--- src/rtl/dbgrb_pkg.sv ---
package dbgrb_pkg;
  localparam int ADDR_W = 7;
  localparam int WORD_W = 32;
  localparam int IDX_W  = 4;

  localparam logic [ADDR_W-1:0] A_CTRL = 7'h10;
  localparam logic [ADDR_W-1:0] A_STAT = 7'h11;
  localparam logic [ADDR_W-1:0] A_AUTO = 7'h12;
  localparam logic [ADDR_W-1:0] A_CMD  = 7'h13;

  localparam logic [2:0] ERR_NONE  = 3'd0;
  localparam logic [2:0] ERR_BUSY  = 3'd1;
  localparam logic [2:0] ERR_UNSUP = 3'd2;

  typedef enum logic [2:0] {
    SEL_NONE, SEL_DATA, SEL_PBUF, SEL_CTRL, SEL_STAT, SEL_AUTO, SEL_CMD
  } sel_e;
endpackage

--- src/rtl/dbgrb_decode.sv ---
module dbgrb_decode
  import dbgrb_pkg::*;
#(
  parameter int DATA_WORDS = 2,
  parameter int PBUF_WORDS = 4
) (
  input  logic [ADDR_W-1:0] addr,
  output sel_e              sel,
  output logic [IDX_W-1:0]  idx
);
  always_comb begin
    idx = addr[IDX_W-1:0];
    sel = SEL_NONE;
    if (addr[6:4] == 3'd0 && int'(idx) < DATA_WORDS) sel = SEL_DATA;
    else if (addr[6:4] == 3'd2 && int'(idx) < PBUF_WORDS) sel = SEL_PBUF;
    else if (addr == A_CTRL) sel = SEL_CTRL;
    else if (addr == A_STAT) sel = SEL_STAT;
    else if (addr == A_AUTO) sel = SEL_AUTO;
    else if (addr == A_CMD)  sel = SEL_CMD;
  end
endmodule

--- src/rtl/dbgrb_words.sv ---
module dbgrb_words
  import dbgrb_pkg::*;
#(
  parameter int N = 2
) (
  input  logic              clk,
  input  logic              rst_n,
  input  logic              clr,
  input  logic              we,
  input  logic [IDX_W-1:0]  idx,
  input  logic [WORD_W-1:0] wdata,
  output logic [WORD_W-1:0] rword
);
  generate
    if (N == 0) begin : g_empty
      assign rword = '0;
    end else begin : g_mem
      localparam int IW = (N > 1) ? $clog2(N) : 1;
      logic [WORD_W-1:0] mem [N];
      for (genvar i = 0; i < N; i++) begin : g_word
        always_ff @(posedge clk or negedge rst_n) begin
          if (!rst_n)                       mem[i] <= '0;
          else if (clr)                     mem[i] <= '0;
          else if (we && int'(idx) == i)    mem[i] <= wdata;
        end
      end
      assign rword = (int'(idx) < N) ? mem[idx[IW-1:0]] : '0;
    end
  endgenerate
endmodule

--- src/rtl/dbgrb_exec.sv ---
module dbgrb_exec #(
  parameter int CYCLES = 3
) (
  input  logic clk,
  input  logic rst_n,
  input  logic clr,
  input  logic launch,
  output logic busy
);
  localparam int CW = $clog2(CYCLES + 1);
  logic [CW-1:0] cnt_q;

  assign busy = (cnt_q != '0);

  always_ff @(posedge clk or negedge rst_n) begin
    if (!rst_n)               cnt_q <= '0;
    else if (clr)             cnt_q <= '0;
    else if (launch && !busy) cnt_q <= CW'(CYCLES);
    else if (busy)            cnt_q <= cnt_q - 1'b1;
  end
endmodule

--- src/rtl/dbg_abs_regbank.sv ---
module dbg_abs_regbank
  import dbgrb_pkg::*;
#(
  parameter int DATA_WORDS  = 2,
  parameter int PBUF_WORDS  = 4,
  parameter int EXEC_CYCLES = 3
) (
  input  logic              clk,
  input  logic              rst_n,
  input  logic [ADDR_W-1:0] bus_addr,
  input  logic [WORD_W-1:0] bus_wdata,
  input  logic              bus_rd,
  input  logic              bus_wr,
  output logic [WORD_W-1:0] bus_rdata,
  output logic              bus_rvalid,
  output logic              sys_reset_o,
  output logic              exec_start,
  output logic [WORD_W-1:0] exec_cmd
);
  localparam logic [11:0] DMASK = 12'((1 << DATA_WORDS) - 1);
  localparam logic [15:0] PMASK = 16'((1 << PBUF_WORDS) - 1);

  logic              active_q, ndm_q;
  logic [2:0]        err_q;
  logic [11:0]       auto_dat_q;
  logic [15:0]       auto_pb_q;
  logic [WORD_W-1:0] last_cmd_q, rdata_q, rd_mux, dat_word, pb_word, stat_word;
  logic              rvalid_q, busy;
  sel_e              sel;
  logic [IDX_W-1:0]  idx;

  dbgrb_decode #(.DATA_WORDS(DATA_WORDS), .PBUF_WORDS(PBUF_WORDS)) u_dec (
    .addr(bus_addr), .sel(sel), .idx(idx));

  // Access qualification
  logic guarded_wr, blocked, ok, cmd_ok, cmd_sup, auto_hit, launch;
  logic [15:0] auto_dat_ext;
  assign auto_dat_ext = {4'b0, auto_dat_q};
  assign guarded_wr = bus_wr && (sel == SEL_DATA || sel == SEL_PBUF ||
                                 sel == SEL_AUTO || sel == SEL_CMD);
  assign blocked  = active_q && busy && guarded_wr;
  assign ok       = active_q && !busy && (err_q == ERR_NONE);
  assign cmd_sup  = (bus_wdata[31:24] == 8'h00);
  assign cmd_ok   = bus_wr && (sel == SEL_CMD) && ok;
  assign auto_hit = (bus_rd || bus_wr) && ok &&
                    ((sel == SEL_DATA && auto_dat_ext[idx]) ||
                     (sel == SEL_PBUF && auto_pb_q[idx]));
  assign launch     = (cmd_ok && cmd_sup) || auto_hit;
  assign exec_start = launch;
  assign exec_cmd   = cmd_ok ? bus_wdata : last_cmd_q;

  dbgrb_exec #(.CYCLES(EXEC_CYCLES)) u_exec (
    .clk(clk), .rst_n(rst_n), .clr(!active_q), .launch(launch), .busy(busy));

  logic dat_we, pb_we;
  assign dat_we = bus_wr && sel == SEL_DATA && active_q && !busy;
  assign pb_we  = bus_wr && sel == SEL_PBUF && active_q && !busy;

  dbgrb_words #(.N(DATA_WORDS)) u_data (
    .clk(clk), .rst_n(rst_n), .clr(!active_q), .we(dat_we), .idx(idx),
    .wdata(bus_wdata), .rword(dat_word));

  dbgrb_words #(.N(PBUF_WORDS)) u_pbuf (
    .clk(clk), .rst_n(rst_n), .clr(!active_q), .we(pb_we), .idx(idx),
    .wdata(bus_wdata), .rword(pb_word));

  // Control register
  always_ff @(posedge clk or negedge rst_n) begin
    if (!rst_n) begin
      active_q <= 1'b0;
      ndm_q    <= 1'b0;
    end else if (bus_wr && sel == SEL_CTRL) begin
      active_q <= bus_wdata[0];
      ndm_q    <= bus_wdata[1];
    end
  end
  assign sys_reset_o = ndm_q;

  // Sticky command error
  always_ff @(posedge clk or negedge rst_n) begin
    if (!rst_n)                                err_q <= ERR_NONE;
    else if (!active_q)                        err_q <= ERR_NONE;
    else if (err_q == ERR_NONE && blocked)     err_q <= ERR_BUSY;
    else if (cmd_ok && !cmd_sup)               err_q <= ERR_UNSUP;
    else if (bus_wr && sel == SEL_STAT)        err_q <= err_q & ~bus_wdata[10:8];
  end

  // Auto-execute mask and last command
  always_ff @(posedge clk or negedge rst_n) begin
    if (!rst_n) begin
      auto_dat_q <= '0;
      auto_pb_q  <= '0;
      last_cmd_q <= '0;
    end else if (!active_q) begin
      auto_dat_q <= '0;
      auto_pb_q  <= '0;
      last_cmd_q <= '0;
    end else begin
      if (bus_wr && sel == SEL_AUTO && !busy) begin
        auto_dat_q <= bus_wdata[11:0] & DMASK;
        auto_pb_q  <= bus_wdata[31:16] & PMASK;
      end
      if (cmd_ok && cmd_sup) last_cmd_q <= bus_wdata;
    end
  end

  // Read path
  always_comb begin
    stat_word        = '0;
    stat_word[3:0]   = 4'(DATA_WORDS);
    stat_word[10:8]  = err_q;
    stat_word[12]    = busy;
    stat_word[28:24] = 5'(PBUF_WORDS);
    case (sel)
      SEL_DATA: rd_mux = dat_word;
      SEL_PBUF: rd_mux = pb_word;
      SEL_CTRL: rd_mux = {30'b0, ndm_q, active_q};
      SEL_STAT: rd_mux = stat_word;
      SEL_AUTO: rd_mux = {auto_pb_q, 4'b0, auto_dat_q};
      default:  rd_mux = '0;
    endcase
  end

  always_ff @(posedge clk or negedge rst_n) begin
    if (!rst_n) begin
      rvalid_q <= 1'b0;
      rdata_q  <= '0;
    end else begin
      rvalid_q <= bus_rd;
      if (bus_rd) rdata_q <= rd_mux;
    end
  end
  assign bus_rdata  = rdata_q;
  assign bus_rvalid = rvalid_q;
endmodule

--- config.mk ---
export PLATFORM = sky130hd
export DESIGN_NAME = dbg_abs_regbank
export DESIGN_NICKNAME = d
export VERILOG_FILES = /design/src/rtl/dbgrb_pkg.sv /design/src/rtl/dbgrb_decode.sv /design/src/rtl/dbgrb_words.sv /design/src/rtl/dbgrb_exec.sv /design/src/rtl/dbg_abs_regbank.sv
export SDC_FILE = /design/constraint.sdc
export NUM_CORES = 1
export LEC_CHECK = 0
export BUFFER_PORTS_ARGS = -buffer_cell sky130_fd_sc_hd__buf_2
export CAP_MARGIN = 25
export CELL_PAD_IN_SITES_DETAIL_PLACEMENT = 2
export CELL_PAD_IN_SITES_GLOBAL_PLACEMENT = 2
export CORE_UTILIZATION = 29
export CTS_CLUSTER_SIZE = 25
export DETAILED_ROUTE_END_ITERATION = 10
export GPL_TIMING_DRIVEN = 0
export PLACE_DENSITY = 0.64
export SKIP_CTS_REPAIR_TIMING = 1
export SYNTH_ARGS = -nofsm -noshare
export SYNTH_HDL_FRONTEND = slang
export SYNTH_SLANG_ARGS = --single-unit
--- constraint.sdc ---
create_clock -name clk -period 4.85 [get_ports clk]
set_input_delay 0.2425 -clock clk [delete_from_list [all_inputs] [get_ports clk]]
set_output_delay 0.2425 -clock clk [all_outputs]
set_load 0.02 [all_outputs]
==> summary.md <==
| Metric | Value |
|---|---|
| Flop pwr share | 44.5% |
| Reg2reg end | u_exec.cnt_q[1] |
| Worst reg2reg setup slack | ~2100 ps |
| Final ANT Viol Nets | 0 |
| Initial antenna violation count | 2 |
| Routed WL | 50800 µm |
| CP endpoint kind | output pin |
| Top cell by count, worst path | buf_2 |
| Max FO, Critical Path | 10 |
| Worst hold stages | 3 |
| Pleak | between 6 and 7 nW |
| Starting Density | ~30% |
| CTS sink count | 270 |
| WP data required | ~4600 ps |
| Num CTS Buffers | 35 |
| Fraction of layout cells with a size suffix above 1 | between 15 and 20% |
| Max Slew Vio Count | 0 |
| Post-synth EDFFs | 0 |
| Synth unique cells | 55 |
| First-pass GRT wire length | about 78000 µm |
| Worst setup path category | input port to output pin |
| Hold EP | u_data.g_mem.mem[27] |
| Worst path bufs/invs | 7 |
| Area Overhead vs Synth | 16.6% |
| Detailed router's first-iteration violation count | 457 |
| Mapped Area | 13600 µm² |
| Final hold vios | 0 |
| Tcrit/Tclk final | 89.6% |
| Relative slew slack | between 30% and 40% |
| Crit path cell chain | buf_2 > clkbuf_2 > buf_1 > xnor2_1 > nand2_1 > mux2i_1 > nand2_1 > inv_1 > ha_1 > and3_1 > clkbuf_1 > nand2_2 > buf_2 > o21ai_0 > buf_2 |
| CTS tree | built |
| Status | complete, no violations |
| Detailed-route DRC error count | 0 |
| Sw Share | 25.3% |
| Port buffer count | 75 |
| Synth Register Bits | 270 |
| Global Route Usage Sum | between 20% and 30% |
| Crit path arrival time | ~4100 ps |
| Die area | 47800 µm² |
| Clock share of power | between 40% and 50% |
| Final core utilization | 34.6% |
| # nets final | 1500 |
| Critical path's slowest cell | buf_1 |
| Setup slack at placement | -43.1 ps |
| Max VDD drop | between 0.15 and 0.2 mV |
| Worst r2r path cells | 10 |
| Largest net degree at the start of global routing | between 100 and 150 |
| Overflow after GRT | 0 |
| FFs w/ async S/R, synth | 100% |
| Worst Setup Start Kind | input port |
| CTS clk-pin slew, worst paths | ~60 ps |
| Commonest non-fill, non-tap cells in the layout | nand2_1, dfrtp_1, a21boi_0 |
| Ant. Diodes | 0 |
| Multi-input gate area | around 6000 µm² |
| Power per standard cell area | 320 nW/µm² |
| Top Family by Delay on Critical Path | buffers and inverters |
| Max Fclk | ~230 MHz |
| Seq/Total Area, Yosys | about half |
| Fillers | roughly 5000 |
| DR WL/cell | 24.5 µm |
| Syn. warnings | 0 |
| Dpl hpwl | approximately 34000 µm |
| Setup Skew | about 20 ps |
| Hold Crit Start | bus_wdata[27] |
| R2R Path Start | u_exec.cnt_q[0] |
| Longest Clk Path Bufs | 3 |
| Worst-Margin Slew | about 1000 ps |
| Internal power | approximately 3.8 mW |
| H-tree levels | 2 |
| RSZ-0062 raised after global routing | false |
| CP Depth | 15 |
| Worst hold path class | input port to register |
| Die Wd | about 220 µm |
| Drt first pass iters | 4 |
| Vias in the first global route | around 12000 |
| Sw power | roughly 1.3 mW |
| Setup slack after layout | between 500 and 600 ps |
| Routability Congestion | just over 0.8 |
| Min Clock Period, post-route | approximately 4300 ps |
| Register area | roughly 6800 µm² |
| Maxcap violations | 0 |
| Gate Count Post-Synth | around 1300 |
| Largest stage delay, worst path | 610 ps |
| Power Total | between 5 and 6 mW |
| Endpoints failing setup | 0 |
| Syn nets | 1383 |
| Drt via density | approximately 5.1 |
| DR vias | approximately 10000 |
| Total core area | between 40000 and 50000 µm² |
| Die Y | between 200 and 250 µm |
| Syn Area/Cell | ~10 µm² |
| Commonest non-fill, non-tap cell in the layout | nand2_1 |
| Dominant synthesized flop cell | dfrtp_1 |
| Root buffer cell | clkbuf_16 |
| Row count | about 80 |
| Combinational share of power | 6.5% |
| IO Count | 110 |
| Worst skew pair latency | roughly 550 ps |
[synth_stat cells (all sizes together), types with 2 or more instances]
library cell	count	area, µm²
mux2i	98	981
or3	2	12.5
a31oi	2	12.5
or2	2	12.5
a211oi	2	15.0
nand4	7	86.3
buf	62	387
and3	13	81.3
a21boi	161	1210
mux2	33	372
nand3	7	35.0
o22ai	32	200
o21ai	5	25.0
a21oi	23	115
ha	3	37.5
mux4	33	743
nor3	5	41.3
nand2	337	1270
nor4	4	46.3
clkbuf	74	278
a32oi	2	17.5
dfrtp	270	6760
nor2b	62	388
nor2	38	150
inv	39	146
a221oi	7	61.3
[state kept, by name, indices dropped and copies added, names as in the netlist]
signal            cells
auto_dat_q            2
auto_pb_q             4
u_exec.cnt_q          2
err_q                 3
sys_reset_o           1
active_q              1
bus_rvalid            1
last_cmd_q           32
u_pbuf.g_mem.mem    128
u_data.g_mem.mem     64
bus_rdata            32
[power by group through the flow]
stage / clock (mW) / sequential [mW] / combinational (mW)
after CTS: 2.55 / 2.26 / 0.342
final: 2.48 / 2.26 / 0.332
after floorplan: 0 / 2.30 / 0.160
after global placement: 0 / 2.30 / 0.333
after global routing: 2.62 / 2.26 / 0.360
after detailed placement: 0 / 2.30 / 0.341
[area by class of cell]
class / instances / area share [%]
flip-flops and latches: 270 / 42.6
inverters: 39 / 0.923
clock inverters: 7 / 0.473
plain buffers: 136 / 4.20
multi-input cells: 892 / 38.0
repair buffers: 80 / 2.94
clock buffers: 48 / 6.09
well taps: 600 / 4.73
[stage by stage]
step | cells | hold slack (ps) | TNS, ps | instance area [µm²]
after detailed placement | 2015 | 283 | -101 | 14800
after floorplan | 1337 | -53.1 | 0 | 13600
after CTS | 2070 | -305 | 0 | 15800
after global placement | 2012 | 391 | -559610 | 14700
final | 2072 | 20.3 | 0 | 15900
after global routing | 2072 | 16.8 | 0 | 15900
[cell families after synthesis]
family / synth area share, %
adders and majority gates: 0.276
xor gates and xnor gates: 0.0644
DFF: 49.7
muxes: 15.4
buffers and inverters: 5.96
AOI/OAI and AO/OA: 12.6
and+or+nand+nor: 16.0
[how the worst max path moves through the flow]
stage                           start  slack [ps]             end
final                     bus_addr[1]         510     exec_cmd[8]
after global routing      bus_addr[1]         290     exec_cmd[8]
after CTS                 bus_addr[1]          90     exec_cmd[8]
after detailed placement  bus_addr[1]         -40   bus_rdata[12]
after global placement          rst_n       -2110  last_cmd_q[15]
after floorplan           bus_addr[1]        1710     exec_cmd[8]
[worst min-delay path, cell delays in order]
cell and delay, ps:
buf_2 150, nand2_1 60, a21boi_0 60
[layer usage]
| metal | part of all wire (%) | track usage, % | wire, µm |
|---|---|---|---|
| met1 | 45 | 29.5 | 23100 |
| met2 | 48 | 36.9 | 24300 |
| met5 | 0.024 | 0 | 12 |
| met4 | 2.8 | 7.55 | 1420 |
| met3 | 3.8 | 2.88 | 1920 |
Note: power is estimated with default switching activity, not from simulation.
